## config.mk

```make
export PLATFORM = sky130hd
export DESIGN_NAME = flash_cmd_seq
export DESIGN_NICKNAME = d
export VERILOG_FILES = /design/src/rtl/flash_seq_pkg.sv /design/src/rtl/flash_bus_phy.sv /design/src/rtl/flash_cmd_rom.sv /design/src/rtl/flash_poll_eval.sv /design/src/rtl/flash_cmd_seq.sv
export SDC_FILE = /design/constraint.sdc
export NUM_CORES = 1
export LEC_CHECK = 0
export ABC_AREA = 1
export BUFFER_PORTS_ARGS = -buffer_cell sky130_fd_sc_hd__buf_2
export CORE_MARGIN = 2
export CORE_UTILIZATION = 55
export CTS_CLUSTER_DIAMETER = 150
export DETAILED_ROUTE_END_ITERATION = 10
export GPL_TIMING_DRIVEN = 0
export MAX_ROUTING_LAYER = met4
export PLACE_DENSITY = 0.8
export SETUP_SLACK_MARGIN = 0.2
export SLEW_MARGIN = 20
export SYNTH_ARGS = -nofsm -noshare
export SYNTH_HDL_FRONTEND = slang
export SYNTH_SLANG_ARGS = --single-unit
```

## constraint.sdc

```tcl
create_clock -name clk -period 3.6 [get_ports clk]
set_input_delay 0.18 -clock clk [delete_from_list [all_inputs] [get_ports clk]]
set_output_delay 0.18 -clock clk [all_outputs]
set_load 0.1 [all_outputs]
```

## src/rtl/flash_seq_pkg.sv

```systemverilog
package flash_seq_pkg;
  typedef enum logic [1:0] {
    OP_PROG   = 2'd0,
    OP_PERASE = 2'd1,
    OP_CERASE = 2'd2,
    OP_NONE   = 2'd3
  } fop_e;

  typedef enum logic [2:0] {
    ST_IDLE,
    ST_WR,
    ST_WRW,
    ST_RD,
    ST_RDW
  } seq_st_e;

  typedef enum logic [1:0] {
    PH_IDLE,
    PH_ACT,
    PH_REC
  } phy_st_e;
endpackage

```

## src/rtl/flash_bus_phy.sv

```systemverilog
module flash_bus_phy
  import flash_seq_pkg::*;
#(
  parameter int AW   = 17,
  parameter int T_WP = 4,
  parameter int T_WH = 2,
  parameter int T_RD = 3
) (
  input  logic          clk,
  input  logic          rst_n,
  input  logic          start,
  input  logic          is_wr,
  input  logic [AW-1:0] addr,
  input  logic [7:0]    wdata,
  output logic          done,
  output logic [1:0]    rstat,
  output logic [AW-1:0] fl_addr,
  output logic [7:0]    fl_dq_out,
  output logic          fl_dq_oe,
  input  logic [1:0]    fl_dq_hi,
  output logic          fl_ce_n,
  output logic          fl_oe_n,
  output logic          fl_we_n
);
  localparam int CMAX1 = (T_WP > T_RD) ? T_WP : T_RD;
  localparam int CMAX  = (CMAX1 > T_WH) ? CMAX1 : T_WH;
  localparam int CW    = $clog2(CMAX + 1);

  phy_st_e       st_q, st_d;
  logic [CW-1:0] cnt_q, cnt_d;
  logic          wr_q, done_q, done_d, load, cap;
  logic [AW-1:0] addr_q;
  logic [7:0]    data_q;
  logic [1:0]    rstat_q;
  logic [CW-1:0] act_last;

  assign act_last = wr_q ? CW'(T_WP - 1) : CW'(T_RD - 1);

  always_comb begin
    st_d   = st_q;
    cnt_d  = cnt_q;
    done_d = 1'b0;
    load   = 1'b0;
    cap    = 1'b0;
    case (st_q)
      PH_IDLE: if (start) begin
        load  = 1'b1;
        st_d  = PH_ACT;
        cnt_d = '0;
      end
      PH_ACT: if (cnt_q == act_last) begin
        st_d  = PH_REC;
        cnt_d = '0;
        cap   = !wr_q;
      end else begin
        cnt_d = cnt_q + 1'b1;
      end
      PH_REC: if (cnt_q == CW'(T_WH - 1)) begin
        st_d   = PH_IDLE;
        cnt_d  = '0;
        done_d = 1'b1;
      end else begin
        cnt_d = cnt_q + 1'b1;
      end
      default: st_d = PH_IDLE;
    endcase
  end

  always_ff @(posedge clk or negedge rst_n) begin
    if (!rst_n) begin
      st_q    <= PH_IDLE;
      cnt_q   <= '0;
      done_q  <= 1'b0;
      wr_q    <= 1'b0;
      addr_q  <= '0;
      data_q  <= '0;
      rstat_q <= '0;
    end else begin
      st_q   <= st_d;
      cnt_q  <= cnt_d;
      done_q <= done_d;
      if (load) begin
        wr_q   <= is_wr;
        addr_q <= addr;
        data_q <= wdata;
      end
      if (cap) rstat_q <= fl_dq_hi;
    end
  end

  assign fl_ce_n   = (st_q != PH_ACT);
  assign fl_we_n   = !((st_q == PH_ACT) && wr_q);
  assign fl_oe_n   = !((st_q == PH_ACT) && !wr_q);
  assign fl_dq_oe  = (st_q == PH_ACT) && wr_q;
  assign fl_addr   = addr_q;
  assign fl_dq_out = data_q;
  assign done      = done_q;
  assign rstat     = rstat_q;
endmodule

```

## src/rtl/flash_cmd_rom.sv

```systemverilog
module flash_cmd_rom
  import flash_seq_pkg::*;
#(
  parameter int AW        = 17,
  parameter int PAGE_BITS = 12
) (
  input  fop_e          op,
  input  logic [2:0]    step,
  input  logic [AW-1:0] tgt_addr,
  input  logic [7:0]    tgt_data,
  output logic [AW-1:0] wr_addr,
  output logic [7:0]    wr_data,
  output logic          last
);
  localparam logic [AW-1:0] UNLK_A = AW'('h5555);
  localparam logic [AW-1:0] UNLK_B = AW'('h2AAA);

  logic [AW-1:0] page_base;
  assign page_base = {tgt_addr[AW-1:PAGE_BITS], {PAGE_BITS{1'b0}}};

  always_comb begin
    wr_addr = UNLK_A;
    wr_data = 8'hAA;
    last    = 1'b0;
    if (op == OP_PROG) begin
      case (step)
        3'd0: begin wr_addr = UNLK_A; wr_data = 8'hAA; end
        3'd1: begin wr_addr = UNLK_B; wr_data = 8'h55; end
        3'd2: begin wr_addr = UNLK_A; wr_data = 8'hA0; end
        default: begin wr_addr = tgt_addr; wr_data = tgt_data; last = 1'b1; end
      endcase
    end else begin
      case (step)
        3'd0: begin wr_addr = UNLK_A; wr_data = 8'hAA; end
        3'd1: begin wr_addr = UNLK_B; wr_data = 8'h55; end
        3'd2: begin wr_addr = UNLK_A; wr_data = 8'h80; end
        3'd3: begin wr_addr = UNLK_A; wr_data = 8'hAA; end
        3'd4: begin wr_addr = UNLK_B; wr_data = 8'h55; end
        default: begin
          last = 1'b1;
          if (op == OP_PERASE) begin
            wr_addr = page_base;
            wr_data = 8'h50;
          end else begin
            wr_addr = UNLK_A;
            wr_data = 8'h10;
          end
        end
      endcase
    end
  end
endmodule

```

## src/rtl/flash_poll_eval.sv

```systemverilog
module flash_poll_eval (
  input  logic toggle_mode,
  input  logic exp7,
  input  logic cur7,
  input  logic cur6,
  input  logic prev6,
  input  logic have_prev,
  output logic evaluated,
  output logic finished
);
  always_comb begin
    if (toggle_mode) begin
      evaluated = have_prev;
      finished  = (cur6 == prev6);
    end else begin
      evaluated = 1'b1;
      finished  = (cur7 == exp7);
    end
  end
endmodule

```

## src/rtl/flash_cmd_seq.sv

```systemverilog
module flash_cmd_seq
  import flash_seq_pkg::*;
#(
  parameter int AW         = 17,
  parameter int LW         = 8,
  parameter int PAGE_BITS  = 12,
  parameter int T_WP       = 4,
  parameter int T_WH       = 2,
  parameter int T_RD       = 3,
  parameter int POLL_LIMIT = 4096
) (
  input  logic          clk,
  input  logic          rst_n,
  input  logic          req_valid,
  input  logic [1:0]    req_op,
  input  logic [AW-1:0] req_addr,
  input  logic [LW-1:0] req_len,
  input  logic          req_toggle_mode,
  input  logic [7:0]    byte_in,
  output logic          byte_take,
  output logic          busy,
  output logic          done,
  output logic          timeout,
  output logic [AW-1:0] fl_addr,
  output logic [7:0]    fl_dq_out,
  output logic          fl_dq_oe,
  input  logic [1:0]    fl_dq_hi,
  output logic          fl_ce_n,
  output logic          fl_oe_n,
  output logic          fl_we_n
);
  localparam int PCW = $clog2(POLL_LIMIT + 1);

  seq_st_e        st_q, st_d;
  fop_e           op_q, op_d;
  logic           tog_q, tog_d;
  logic [AW-1:0]  addr_q, addr_d;
  logic [LW-1:0]  rem_q, rem_d;
  logic [7:0]     byte_q, byte_d;
  logic [2:0]     step_q, step_d;
  logic [PCW-1:0] pcnt_q, pcnt_d;
  logic           prev6_q, prev6_d, havep_q, havep_d;
  logic           take_d, take_q, done_d, done_q, to_d, to_q;

  logic           phy_start, phy_wr, phy_done;
  logic [AW-1:0]  phy_addr, rom_addr, poll_addr;
  logic [7:0]     phy_data, rom_data;
  logic [1:0]     phy_stat;
  logic           rom_last, exp7, ev_valid, ev_fin;

  flash_cmd_rom #(.AW(AW), .PAGE_BITS(PAGE_BITS)) rom_i (
    .op(op_q), .step(step_q), .tgt_addr(addr_q), .tgt_data(byte_q),
    .wr_addr(rom_addr), .wr_data(rom_data), .last(rom_last)
  );

  flash_poll_eval eval_i (
    .toggle_mode(tog_q), .exp7(exp7), .cur7(phy_stat[1]), .cur6(phy_stat[0]),
    .prev6(prev6_q), .have_prev(havep_q), .evaluated(ev_valid), .finished(ev_fin)
  );

  flash_bus_phy #(.AW(AW), .T_WP(T_WP), .T_WH(T_WH), .T_RD(T_RD)) phy_i (
    .clk(clk), .rst_n(rst_n), .start(phy_start), .is_wr(phy_wr),
    .addr(phy_addr), .wdata(phy_data), .done(phy_done), .rstat(phy_stat),
    .fl_addr(fl_addr), .fl_dq_out(fl_dq_out), .fl_dq_oe(fl_dq_oe),
    .fl_dq_hi(fl_dq_hi), .fl_ce_n(fl_ce_n), .fl_oe_n(fl_oe_n), .fl_we_n(fl_we_n)
  );

  always_comb begin
    case (op_q)
      OP_PROG:   poll_addr = addr_q;
      OP_PERASE: poll_addr = {addr_q[AW-1:PAGE_BITS], {PAGE_BITS{1'b0}}};
      default:   poll_addr = '0;
    endcase
  end
  assign exp7 = (op_q == OP_PROG) ? byte_q[7] : 1'b1;

  always_comb begin
    st_d = st_q; op_d = op_q; tog_d = tog_q; addr_d = addr_q; rem_d = rem_q;
    byte_d = byte_q; step_d = step_q; pcnt_d = pcnt_q;
    prev6_d = prev6_q; havep_d = havep_q;
    take_d = 1'b0; done_d = 1'b0; to_d = 1'b0;
    phy_start = 1'b0; phy_wr = 1'b0; phy_addr = rom_addr; phy_data = rom_data;
    case (st_q)
      ST_IDLE: if (req_valid && (fop_e'(req_op) != OP_NONE)) begin
        op_d   = fop_e'(req_op);
        tog_d  = req_toggle_mode;
        addr_d = req_addr;
        rem_d  = req_len;
        step_d = '0;
        st_d   = ST_WR;
        if (fop_e'(req_op) == OP_PROG) begin
          byte_d = byte_in;
          take_d = 1'b1;
        end
      end
      ST_WR: begin
        phy_start = 1'b1;
        phy_wr    = 1'b1;
        st_d      = ST_WRW;
      end
      ST_WRW: if (phy_done) begin
        if (rom_last) begin
          st_d    = ST_RD;
          pcnt_d  = '0;
          havep_d = 1'b0;
        end else begin
          step_d = step_q + 3'd1;
          st_d   = ST_WR;
        end
      end
      ST_RD: begin
        phy_start = 1'b1;
        phy_addr  = poll_addr;
        st_d      = ST_RDW;
      end
      ST_RDW: if (phy_done) begin
        prev6_d = phy_stat[0];
        havep_d = 1'b1;
        if (ev_valid && ev_fin) begin
          if ((op_q == OP_PROG) && (rem_q != '0)) begin
            addr_d = addr_q + AW'(1);
            rem_d  = rem_q - LW'(1);
            byte_d = byte_in;
            take_d = 1'b1;
            step_d = '0;
            st_d   = ST_WR;
          end else begin
            done_d = 1'b1;
            st_d   = ST_IDLE;
          end
        end else if (ev_valid && (pcnt_q == PCW'(POLL_LIMIT - 1))) begin
          to_d = 1'b1;
          st_d = ST_IDLE;
        end else begin
          if (ev_valid) pcnt_d = pcnt_q + PCW'(1);
          st_d = ST_RD;
        end
      end
      default: st_d = ST_IDLE;
    endcase
  end

  always_ff @(posedge clk or negedge rst_n) begin
    if (!rst_n) begin
      st_q <= ST_IDLE; op_q <= OP_NONE; tog_q <= 1'b0; addr_q <= '0;
      rem_q <= '0; byte_q <= '0; step_q <= '0; pcnt_q <= '0;
      prev6_q <= 1'b0; havep_q <= 1'b0;
      take_q <= 1'b0; done_q <= 1'b0; to_q <= 1'b0;
    end else begin
      st_q <= st_d; op_q <= op_d; tog_q <= tog_d; addr_q <= addr_d;
      rem_q <= rem_d; byte_q <= byte_d; step_q <= step_d; pcnt_q <= pcnt_d;
      prev6_q <= prev6_d; havep_q <= havep_d;
      take_q <= take_d; done_q <= done_d; to_q <= to_d;
    end
  end

  assign busy      = (st_q != ST_IDLE);
  assign byte_take = take_q;
  assign done      = done_q;
  assign timeout   = to_q;
endmodule

```

==> results.json, run 1 <==
{
  "status": "finished clean",
  "cp_slowest_cell": "dfrtp_1",
  "antenna_found_initial": 0,
  "final_layout_size_suffix_gt1_share_pct": 18.8,
  "synth_largest_area_cell": "dfrtp_1",
  "fin_skew_ns": 0.0139,
  "critical_path_buf_inv_count": 1,
  "hold_path.class": "in2reg",
  "vias": 5393,
  "htree_levels": 3,
  "totalWireLength_um": 13900,
  "dpl.hpwl_um": 10400,
  "grt_max_degree": 51,
  "die-area_mm2": 0.0115,
  "worstSetupPathType": "reg2reg",
  "path_cells": "inv_1, ha_1, a21oi_1, nor2_1, nand2_1, nand2_1, a21oi_1, a21oi_1",
  "drcViolationCount": 0,
  "fin_crit_ns": 1.99,
  "placed_cells": 1003,
  "synthArstFlopShare_pct": 100,
  "synthCells": 793,
  "clkTransAtPathRegs_ns": 0.10,
  "clk_latency_ns": 0.37,
  "synth_area_mm2": 0.00584,
  "hold_violations": 0,
  "syn2layout_area_growth_pct": 13.2,
  "cts_hold_buf": 2,
  "synthTopCellsByArea": "dfrtp_1, nand2_1, nand3_1",
  "wl_met1_um": 6560,
  "ys_seq_area_share_pct": 40.3,
  "seq_area_mm2": 0.00235,
  "cts_inserted_buffers": 9,
  "cts_tree": "built",
  "arrival_ns": 2.24,
  "grt_pass1_wl_um": 23700,
  "rsz0062_at_grt": "false",
  "rows": 37,
  "grt_usage_pct": 26.7,
  "ys_warn_count": 0,
  "start_util_pct": 56.6,
  "fin_crit_sh_pct": 55.2,
  "yosys.area.top_type_share_pct": 39.4,
  "root_buffer": "clkbuf_8",
  "setup_viol": 0,
  "maxCapViolCount": 0,
  "chipHeight_um": 107,
  "synth_nets": 849,
  "cp-end-kind": "flip-flop",
  "port_buffers": 73,
  "dr.pass1.iters": 5,
  "yosysUniqueCellTypes": 40,
  "synth_seq_cells": 94,
  "post_cts_resized": 0,
  "ff2ff_setup_slack_ns": 1.61,
  "peakVddDrop_v": 0.000822,
  "crit_required_ns": 3.85,
  "wl_met3_um": 861,
  "die_x_um": 107,
  "layout_commonest_cell": "nand2_1",
  "antenna_left": 0,
  "grt_pass1_vias": 4881,
  "max_stage_delay_ns": 0.49,
  "drt_iter0_markers": 389,
  "fmax_mhz": 503,
  "coreArea_mm2": 0.0103,
  "multi_input_area_mm2": 0.00299,
  "synthFlopType": "dfrtp_1",
  "instances_no_fill": 1021,
  "gp_congestion": 0.924,
  "drt-wirelength-per-cell_um": 13.6,
  "boundaryPins": 74,
  "synth-edff-count": 0,
  "vias_per_cell": 5.28,
  "cts_setup_buffers": 0,
  "p_leak_nw": 3.36,
  "crit_family": "compound AO/OA/AOI/OAI gates",
  "avgSynthCellArea_um2": 7.37,
  "slew_headroom_pct": 66.2,
  "power_density_mw_per_mm2": 977,
  "top_layer_used": "met4",
  "wl_met2_um": 6330,
  "worst_pin_slew_ns": 0.508,
  "cts_buffer_depth": 2,
  "nNetsFinal": 936,
  "antenna_cells": 0,
  "overflow": 0,
  "maxSlewViolCount": 0,
  "cts_sinks": 94,
  "tns_ns": 0,
  "critPathMaxFanout": 7,
  "critPathLaunchType": "flip-flop",
  "nFillCells": 931,
  "final_cell_mix": "nand2_1, dfrtp_1, buf_2, inv_1, nor2_1",
  "path_common_cell": "a21oi_1"
}
[per-stage QoR]
| stage | hold slack (ns) | worst slack, ns | area (um^2) | util [%] | power [W] |
|---|---|---|---|---|---|
| finish | 0.0119 | 1.61 | 6610 | 64.1 | 0.00646 |
| detailed placement | 0.142 | 1.67 | 6410 | 62.1 | 0.00577 |
| global route | 0.0125 | 1.45 | 6610 | 64.1 | 0.00694 |
| CTS | 0.00282 | 1.64 | 6610 | 64.1 | 0.00645 |
| floorplan | -0.116 | 1.33 | 5840 | - | 0.00493 |
| global placement | 0.387 | 1.47 | 6380 | 61.8 | 0.00570 |
[cells by family after synthesis]
group	count (synthesis)	synth area share [%]
XOR/XNOR	9	1.35
buffers and inverters	107	8.46
AO/OA/AOI/OAI	105	10.9
adder cells (fa/ha/maj)	15	3.21
flip-flops	94	40.3
AND/OR/NAND/NOR	463	35.8
[synth_stat cells, types with 4 or more instances]
| library cell | n |
|---|---|
| a21boi_0 | 4 |
| a21oi_1 | 30 |
| a2bb2oi_1 | 9 |
| buf_2 | 10 |
| buf_6 | 10 |
| dfrtp_1 | 92 |
| ha_1 | 15 |
| inv_1 | 72 |
| inv_2 | 10 |
| nand2_1 | 270 |
| nand2_2 | 9 |
| nand2_4 | 6 |
| nand3_1 | 55 |
| nand4_1 | 24 |
| nor2_1 | 70 |
| nor2_2 | 8 |
| nor2_4 | 5 |
| nor3_1 | 4 |
| o21ai_0 | 41 |
| o21ai_1 | 4 |
| o22ai_1 | 5 |
| or2_2 | 4 |
| xor2_1 | 6 |
[worst register-to-register path: stages, from the launching register on]
cell     delay [ns]
dfrtp_1        0.49
inv_1          0.12
ha_1           0.29
a21oi_1        0.33
nor2_1         0.14
nand2_1        0.08
nand2_1        0.15
a21oi_1        0.22
a21oi_1        0.06
[state kept, by name (all words and copies together), names as in the netlist, 2 cells and up]
name	count
addr_q	17
byte_q	8
op_q	2
pcnt_q	13
phy_i.cnt_q	3
phy_i.fl_addr	17
phy_i.fl_dq_out	8
phy_i.rstat	2
phy_i.st_q	2
rem_q	8
st_q	3
step_q	3
[final timing paths]
kind / cells past startpoint / start / end
worst max-delay path: 8 / step_q[0] / phy_i.fl_addr[3]
max in group asynchronous: 3 / rst_n / op_q[0]
min in group asynchronous: 2 / rst_n / addr_q[15]
worst min-delay path: 3 / byte_in[7] / byte_q[7]
worst max register to register: 8 / step_q[0] / phy_i.fl_addr[3]
worst min register to register: 2 / phy_i.fl_dq_out[0] / phy_i.fl_dq_out[0]
[where the power goes]
part	leakage [nW]	internal (W)	switching [W]	total (W)
logic	2.10	0.00105	0.00292	0.00397
registers	1.17	0.00146	0.000352	0.00182
clock network	0.0849	0.000273	0.000403	0.000676
[per-layer routing]
layer | vias up | track usage, %
li1 | 2718 | -
met1 | 2492 | 38.4
met2 | 169 | 40.3
met3 | 14 | 3.89
met4 | 0 | 6.49
met5 | - | -
[final cells by class]
class	instances	share of cell area (%)
clock buffer	10	2.08
buffer	24	2.69
timing repair buffer	76	6.34
sequential	94	35.6
inverter	83	4.79
tap	136	2.57
multi-input combinational	592	45.2
clock inverter	6	0.681
No activity file was read; power rests on OpenSTA's default activity.
==> inputs of run 2 (changes only) <==
==> constraint.sdc (replaced) <==
create_clock -name clk -period 2.03 [get_ports clk]
set_input_delay 0.1015 -clock clk [delete_from_list [all_inputs] [get_ports clk]]
set_output_delay 0.1015 -clock clk [all_outputs]
set_load 0.1 [all_outputs]
==> run 2 against run 1 <==
Net effect:
- global-route usage grew 0.30 points
- register-to-register slack got worse by 1.5 ns
- highest routed layer unchanged
- die area unchanged
- maximum frequency rose by 4.1%
- largest cell class unchanged
- wire length grew 12%
==> results.json, run 2 (synthesized netlist as in run 1, its figures left out) <==
{
  "final_cell_mix": "nand2_1, dfrtp_1, buf_2, nor2_1, inv_1",
  "min_to": "addr_q[15]",
  "path_cells": "buf_6, ha_4, o21ai_4, nand2_2, nand3_2, nand2_4, clkinv_4, nand2_8, clkbuf_16, nand2_2, nand2_1",
  "fin_area_mm2": 0.00722,
  "grt_usage_pct": 27.0,
  "chipHeight_um": 107,
  "maxSlewViolCount": 0,
  "power.switching_w": 0.00700,
  "reg2reg_to": "pcnt_q[8]",
  "fin_crit_ns": 1.91,
  "syn2layout_area_growth_pct": 23.6,
  "drt-wirelength-per-cell_um": 14.7,
  "die-area_mm2": 0.0115,
  "path_common_cell": "nand2_2",
  "dpl.hpwl_um": 10200,
  "grt_max_degree": 76,
  "antenna_found_initial": 0,
  "worst_hold_slack_ns": 0.0126,
  "comb_power_share_pct": 63.0,
  "dp_worst_setup_slack_ns": 0.0911,
  "rsz0062_at_grt": "true",
  "rows": 37,
  "cts_inserted_buffers": 9,
  "grt_pass1_wl_um": 23800,
  "reg2regPathDepth": 11,
  "arrival_ns": 2.19,
  "clk_latency_ns": 0.39,
  "maxCapViolCount": 0,
  "totalWireLength_um": 15500,
  "fmax_mhz": 524,
  "htree_levels": 3,
  "pwr-share-clk_pct": 11.2,
  "nNetsFinal": 971,
  "vias_per_cell": 5.39,
  "slew_headroom_pct": 59.6,
  "tns_ns": 0,
  "cp_slowest_cell": "dfrtp_2",
  "p_int_w": 0.00565,
  "gp_congestion": 0.937,
  "p_leak_nw": 3.57,
  "cts_sinks": 94,
  "peakVddDrop_v": 0.00142,
  "fin_skew_ns": 0.00964,
  "worst_pin_slew_ns": 0.605,
  "worstSetupPathType": "reg2reg",
  "boundaryPins": 74,
  "fin_ws_ns": 0.120,
  "cts_tree": "built",
  "final_layout_size_suffix_gt1_share_pct": 25.0,
  "port_buffers": 73,
  "status": "finished clean",
  "fin_crit_sh_pct": 94.1,
  "grt_pass1_vias": 4995,
  "max_stage_delay_ns": 0.48,
  "cp-end-kind": "flip-flop",
  "cts_buffer_depth": 2,
  "antenna_cells": 0,
  "start_util_pct": 56.6,
  "rr_startpoint": "step_q[1]",
  "nFillCells": 806,
  "hold_violations": 0,
  "die_x_um": 107,
  "overflow": 0,
  "drcViolationCount": 0,
  "clkTransAtPathRegs_ns": 0.10,
  "crit_required_ns": 2.31,
  "ff2ff_setup_slack_ns": 0.12,
  "hold_depth": 5,
  "crit_family": "simple AND/OR/NAND/NOR gates",
  "vias": 5693,
  "critical_path_buf_inv_count": 3,
  "hold_path.class": "in2reg",
  "antenna_left": 0,
  "layout_commonest_cell": "nand2_1",
  "critPathLaunchType": "flip-flop",
  "hp-start": "req_addr[15]",
  "post_dp_cell_area_mm2": 0.00643,
  "dr.pass1.iters": 5,
  "p_sw_share_pct": 55.3,
  "critPathMaxFanout": 6,
  "seqPwrFrac_pct": 25.8,
  "coreArea_mm2": 0.0103,
  "root_buffer": "clkbuf_8",
  "drt_iter0_markers": 500,
  "setup_viol": 0,
  "power_density_mw_per_mm2": 1750
}
## run 2: cell count changes in the layout (fill, tap and decap cells not counted), moves of 4 or more
cell,before,now
buf_4,0,21
ha_4,0,5
dfrtp_1,92,88
dlygate4sd3_1,2,14
nand2_2,9,14
inv_2,10,15
inv_1,72,63
nor2_1,70,65
nor2_4,5,9
ha_1,15,8
dfrtp_2,0,4
nand2_1,270,261
## run 2: metal layers
metal	vias up	wire length, um	global-route usage [%]
li1	2792	-	-
met1	2686	6900	37.2
met2	187	7500	41.4
met3	28	913	4.07
met4	0	229	8.63
met5	-	0	-
## run 2: power by group through the flow
stage / combinational (W) / sequential, W / clock [W]
global route: 0.00856 / 0.00334 / 0.00151
detailed placement: 0.00704 / 0.00324 / 0
CTS: 0.00717 / 0.00322 / 0.00144
finish: 0.00797 / 0.00326 / 0.00142
global placement: 0.00693 / 0.00323 / 0
floorplan: 0.00412 / 0.00465 / 0
## run 2: area by class of cell
cell class	instances	area, um^2	area share, %
buffer	24	193	2.67
sequential	94	2360	32.7
clock buffer	10	138	1.91
multi-input combinational	593	3200	44.3
inverter	83	329	4.56
tap	136	170	2.36
timing repair buffer	110	746	10.3
clock inverter	6	83.8	1.16
## run 2: tightest hold or removal path: cells and delay by family
kind / cells / cell delay, ns
and+or+nand+nor: 4 / 0.17
buffers and inverters: 1 / 0.08
## run 2: timing repair
item                                    4_1_cts  5_1_grt
hold buffers                                 14        0
buffers inserted                              1       18
pin swaps                                     1       20
gates cloned                                  0        4
endpoints found under the setup margin       29       68
gates resized for setup                      10       56
endpoints found under the hold margin       105        0
## run 2: worst max path at each step
stage                        from          endpoint  slack (ns)  cells after the start
floorplan           phy_i.st_q[1]     phy_i.st_q[1]        0.23                      7
detailed placement      step_q[0]  phy_i.fl_addr[1]        0.09                      8
global route            step_q[1]         pcnt_q[9]        0.08                     11
global placement            rst_n     phy_i.st_q[0]       -0.07                      1
CTS                     step_q[0]         pcnt_q[2]        0.20                     11
finish                  step_q[1]         pcnt_q[8]        0.12                     11
## run 2: per-stage QoR
stage | util, % | instances | power (W)
2_1_floorplan | - | 793 | 0.00877
3_3_place_gp | 61.9 | 1002 | 0.0102
3_5_place_dp | 62.2 | 1003 | 0.0103
4_1_cts | 66.1 | 1034 | 0.0118
5_1_grt | 69.9 | 1056 | 0.0134
6_report | 69.9 | 1056 | 0.0127
==> inputs of run 3 (changes only) <==
==> constraint.sdc (replaced) <==
create_clock -name clk -period 2 [get_ports clk]
set_input_delay 0.1 -clock clk [delete_from_list [all_inputs] [get_ports clk]]
set_output_delay 0.1 -clock clk [all_outputs]
set_load 0.05 [all_outputs]
==> run 3 against run 2 <==
Net effect:
- sequential cell count did not move
- combinational power fell by 8.8%
- non-clock buffer count rose by 8
- maximum frequency rose by 2.1%
- die area did not move
- core utilization rose by 1.3 points
- clock power fell by 15%
- global-route usage rose by 0.27 points
- setup slack improved by 0.0089 ns
- register-to-register slack barely moved
- clock skew rose by 0.0048 ns
==> results.json, run 3 (synthesized netlist as in run 1, its figures left out) <==
{
  "rsz0062_at_grt": "true",
  "syn2layout_area_growth_pct": 25.8,
  "slew_headroom_pct": 62.1,
  "dr.pass1.iters": 5,
  "grt_pass1_wl_um": 24200,
  "vias": 5743,
  "worst_pin_slew_ns": 0.569,
  "seqPwrFrac_pct": 28.2,
  "pwr-share-clk_pct": 10.3,
  "ff2ff_setup_slack_ns": 0.13,
  "fin_skew_ns": 0.0144,
  "drt_iter0_markers": 501,
  "crit_required_ns": 2.26,
  "placed_cells": 1003,
  "htree_levels": 3,
  "final_layout_size_suffix_gt1_share_pct": 27.4,
  "grt_usage_pct": 27.3,
  "fin_crit_ns": 1.87,
  "instances_no_fill": 1063,
  "p_leak_nw": 3.62,
  "totalWireLength_um": 15600,
  "rr_startpoint": "step_q[0]",
  "clk_latency_ns": 0.38,
  "p_sw_share_pct": 52.4,
  "dpl.hpwl_um": 10400,
  "rows": 37,
  "maxSlewViolCount": 0,
  "reg2regPathDepth": 13,
  "gp_congestion": 0.924,
  "antenna_left": 0,
  "die_x_um": 107,
  "min_to": "addr_q[14]",
  "crit_family": "simple AND/OR/NAND/NOR gates",
  "cp-end-kind": "flip-flop",
  "grt_pass1_vias": 5068,
  "hold_depth": 5,
  "critical_path_buf_inv_count": 3,
  "path_cells": "inv_2, ha_4, nand2_1, nand2_1, nor2_2, nand2_2, nand3_4, nand2_4, inv_8, nand2_8, clkbuf_16, nand2_2, nand2_2",
  "final_core_util_pct": 71.2,
  "vias_per_cell": 5.40,
  "peakVddDrop_v": 0.00119,
  "cts_buffer_depth": 2,
  "nNetsFinal": 978,
  "max_stage_delay_ns": 0.48,
  "port_buffers": 73,
  "p_int_w": 0.00563,
  "overflow": 0,
  "die-area_mm2": 0.0115,
  "critPathLaunchType": "flip-flop",
  "hold_path.class": "in2reg",
  "maxCapViolCount": 0,
  "power.switching_w": 0.00619,
  "cts_sinks": 94,
  "clkTransAtPathRegs_ns": 0.10,
  "start_util_pct": 56.6,
  "cts_tree": "built",
  "root_buffer": "clkbuf_8",
  "fmax_mhz": 535,
  "chipHeight_um": 107,
  "critPathMaxFanout": 5,
  "drt-wirelength-per-cell_um": 14.7,
  "antenna_found_initial": 0,
  "setup_viol": 0,
  "hp-start": "req_addr[14]",
  "final_cell_mix": "nand2_1, dfrtp_1, buf_2, nor2_1, inv_1",
  "coreArea_mm2": 0.0103,
  "antenna_cells": 0,
  "hold_violations": 0,
  "reg2reg_to": "pcnt_q[8]",
  "cp_slowest_cell": "dfrtp_2",
  "boundaryPins": 74,
  "drcViolationCount": 0,
  "fin_crit_sh_pct": 93.5,
  "layout_commonest_cell": "nand2_1",
  "cts_inserted_buffers": 9,
  "comb_power_share_pct": 61.5,
  "worstSetupPathType": "reg2reg",
  "p_total_w": 0.0118,
  "power_density_mw_per_mm2": 1610,
  "grt_max_degree": 51,
  "path_depth": 13,
  "status": "finished clean",
  "arrival_ns": 2.13,
  "path_common_cell": "nand2_2"
}
## run 3: cell count changes in the layout (fill, tap and decap cells not counted), moves of 3 or more
cell / before / now
a21oi_1: 28 / 18
a21oi_2: 1 / 11
nand2_2: 14 / 21
nand2_1: 261 / 255
a2bb2oi_1: 9 / 5
a2bb2oi_2: 0 / 4
buf_6: 9 / 12
## run 3: final cells by class
type,count,area (um^2)
clock inverters,6,45.0
inverters,83,322
well taps,136,170
flip-flops and latches,94,2360
fillers,800,2980
plain buffers,24,188
repair buffers,118,833
multi-input cells,592,3290
clock buffers,10,138
## run 3: power by group through the flow
stage	logic, W	clock network (W)	registers, W
after detailed placement	0.00608	0	0.00330
after CTS	0.00630	0.00123	0.00326
after global routing	0.00794	0.00130	0.00342
after floorplan	0.00399	0	0.00390
after global placement	0.00598	0	0.00328
final	0.00727	0.00121	0.00334
## run 3: worst register-to-register path, stage by stage (launching register included)
cell and delay [ns]:
dfrtp_2 0.48, inv_2 0.11, ha_4 0.19, nand2_1 0.09, nand2_1 0.08, nor2_2 0.13, nand2_2 0.10, nand3_4 0.10
nand2_4 0.08, inv_8 0.08, nand2_8 0.06, clkbuf_16 0.16, nand2_2 0.06, nand2_2 0.05
## run 3: stage by stage
step | setup WS (ns) | area (um^2) | setup TNS [ns] | hold WS (ns)
final | 0.129 | 7350 | 0 | 0.0108
after global routing | 0.0660 | 7350 | 0 | 0.0283
after CTS | 0.200 | 6800 | 0 | 0.00435
after detailed placement | 0.0664 | 6410 | 0 | 0.0621
after global placement | -0.0474 | 6380 | -3.86 | 0.307
after floorplan | 0.314 | 5840 | 0 | -0.196
## run 3: metal layers
layer  global-route usage [%]  vias to the layer above  wire, um
li1                         -                     2814         -
met1                     38.3                     2648      6880
met2                     41.0                      240      7300
met3                     4.32                       41      1060
met4                     8.44                        0       361
met5                        -                        -         0
## run 3: worst max-delay path by stage
stage / from / to / slack [ns]
floorplan: step_q[0] / pcnt_q[2] / 0.31
global placement: rst_n / phy_i.st_q[1] / -0.05
detailed placement: step_q[0] / pcnt_q[11] / 0.07
CTS: step_q[0] / pcnt_q[11] / 0.20
global route: step_q[0] / phy_i.fl_addr[14] / 0.07
finish: step_q[0] / pcnt_q[8] / 0.13
## run 3: repair_timing
action                                 in CTS  in global routing
cloned                                      0                  5
pin swaps                                   2                 29
endpoints found under the hold margin      57                  0
buffers inserted                            5                 20
gates resized for setup                    12                 79
setup endpoints to repair                  56                 71
hold buffers                               14                  0
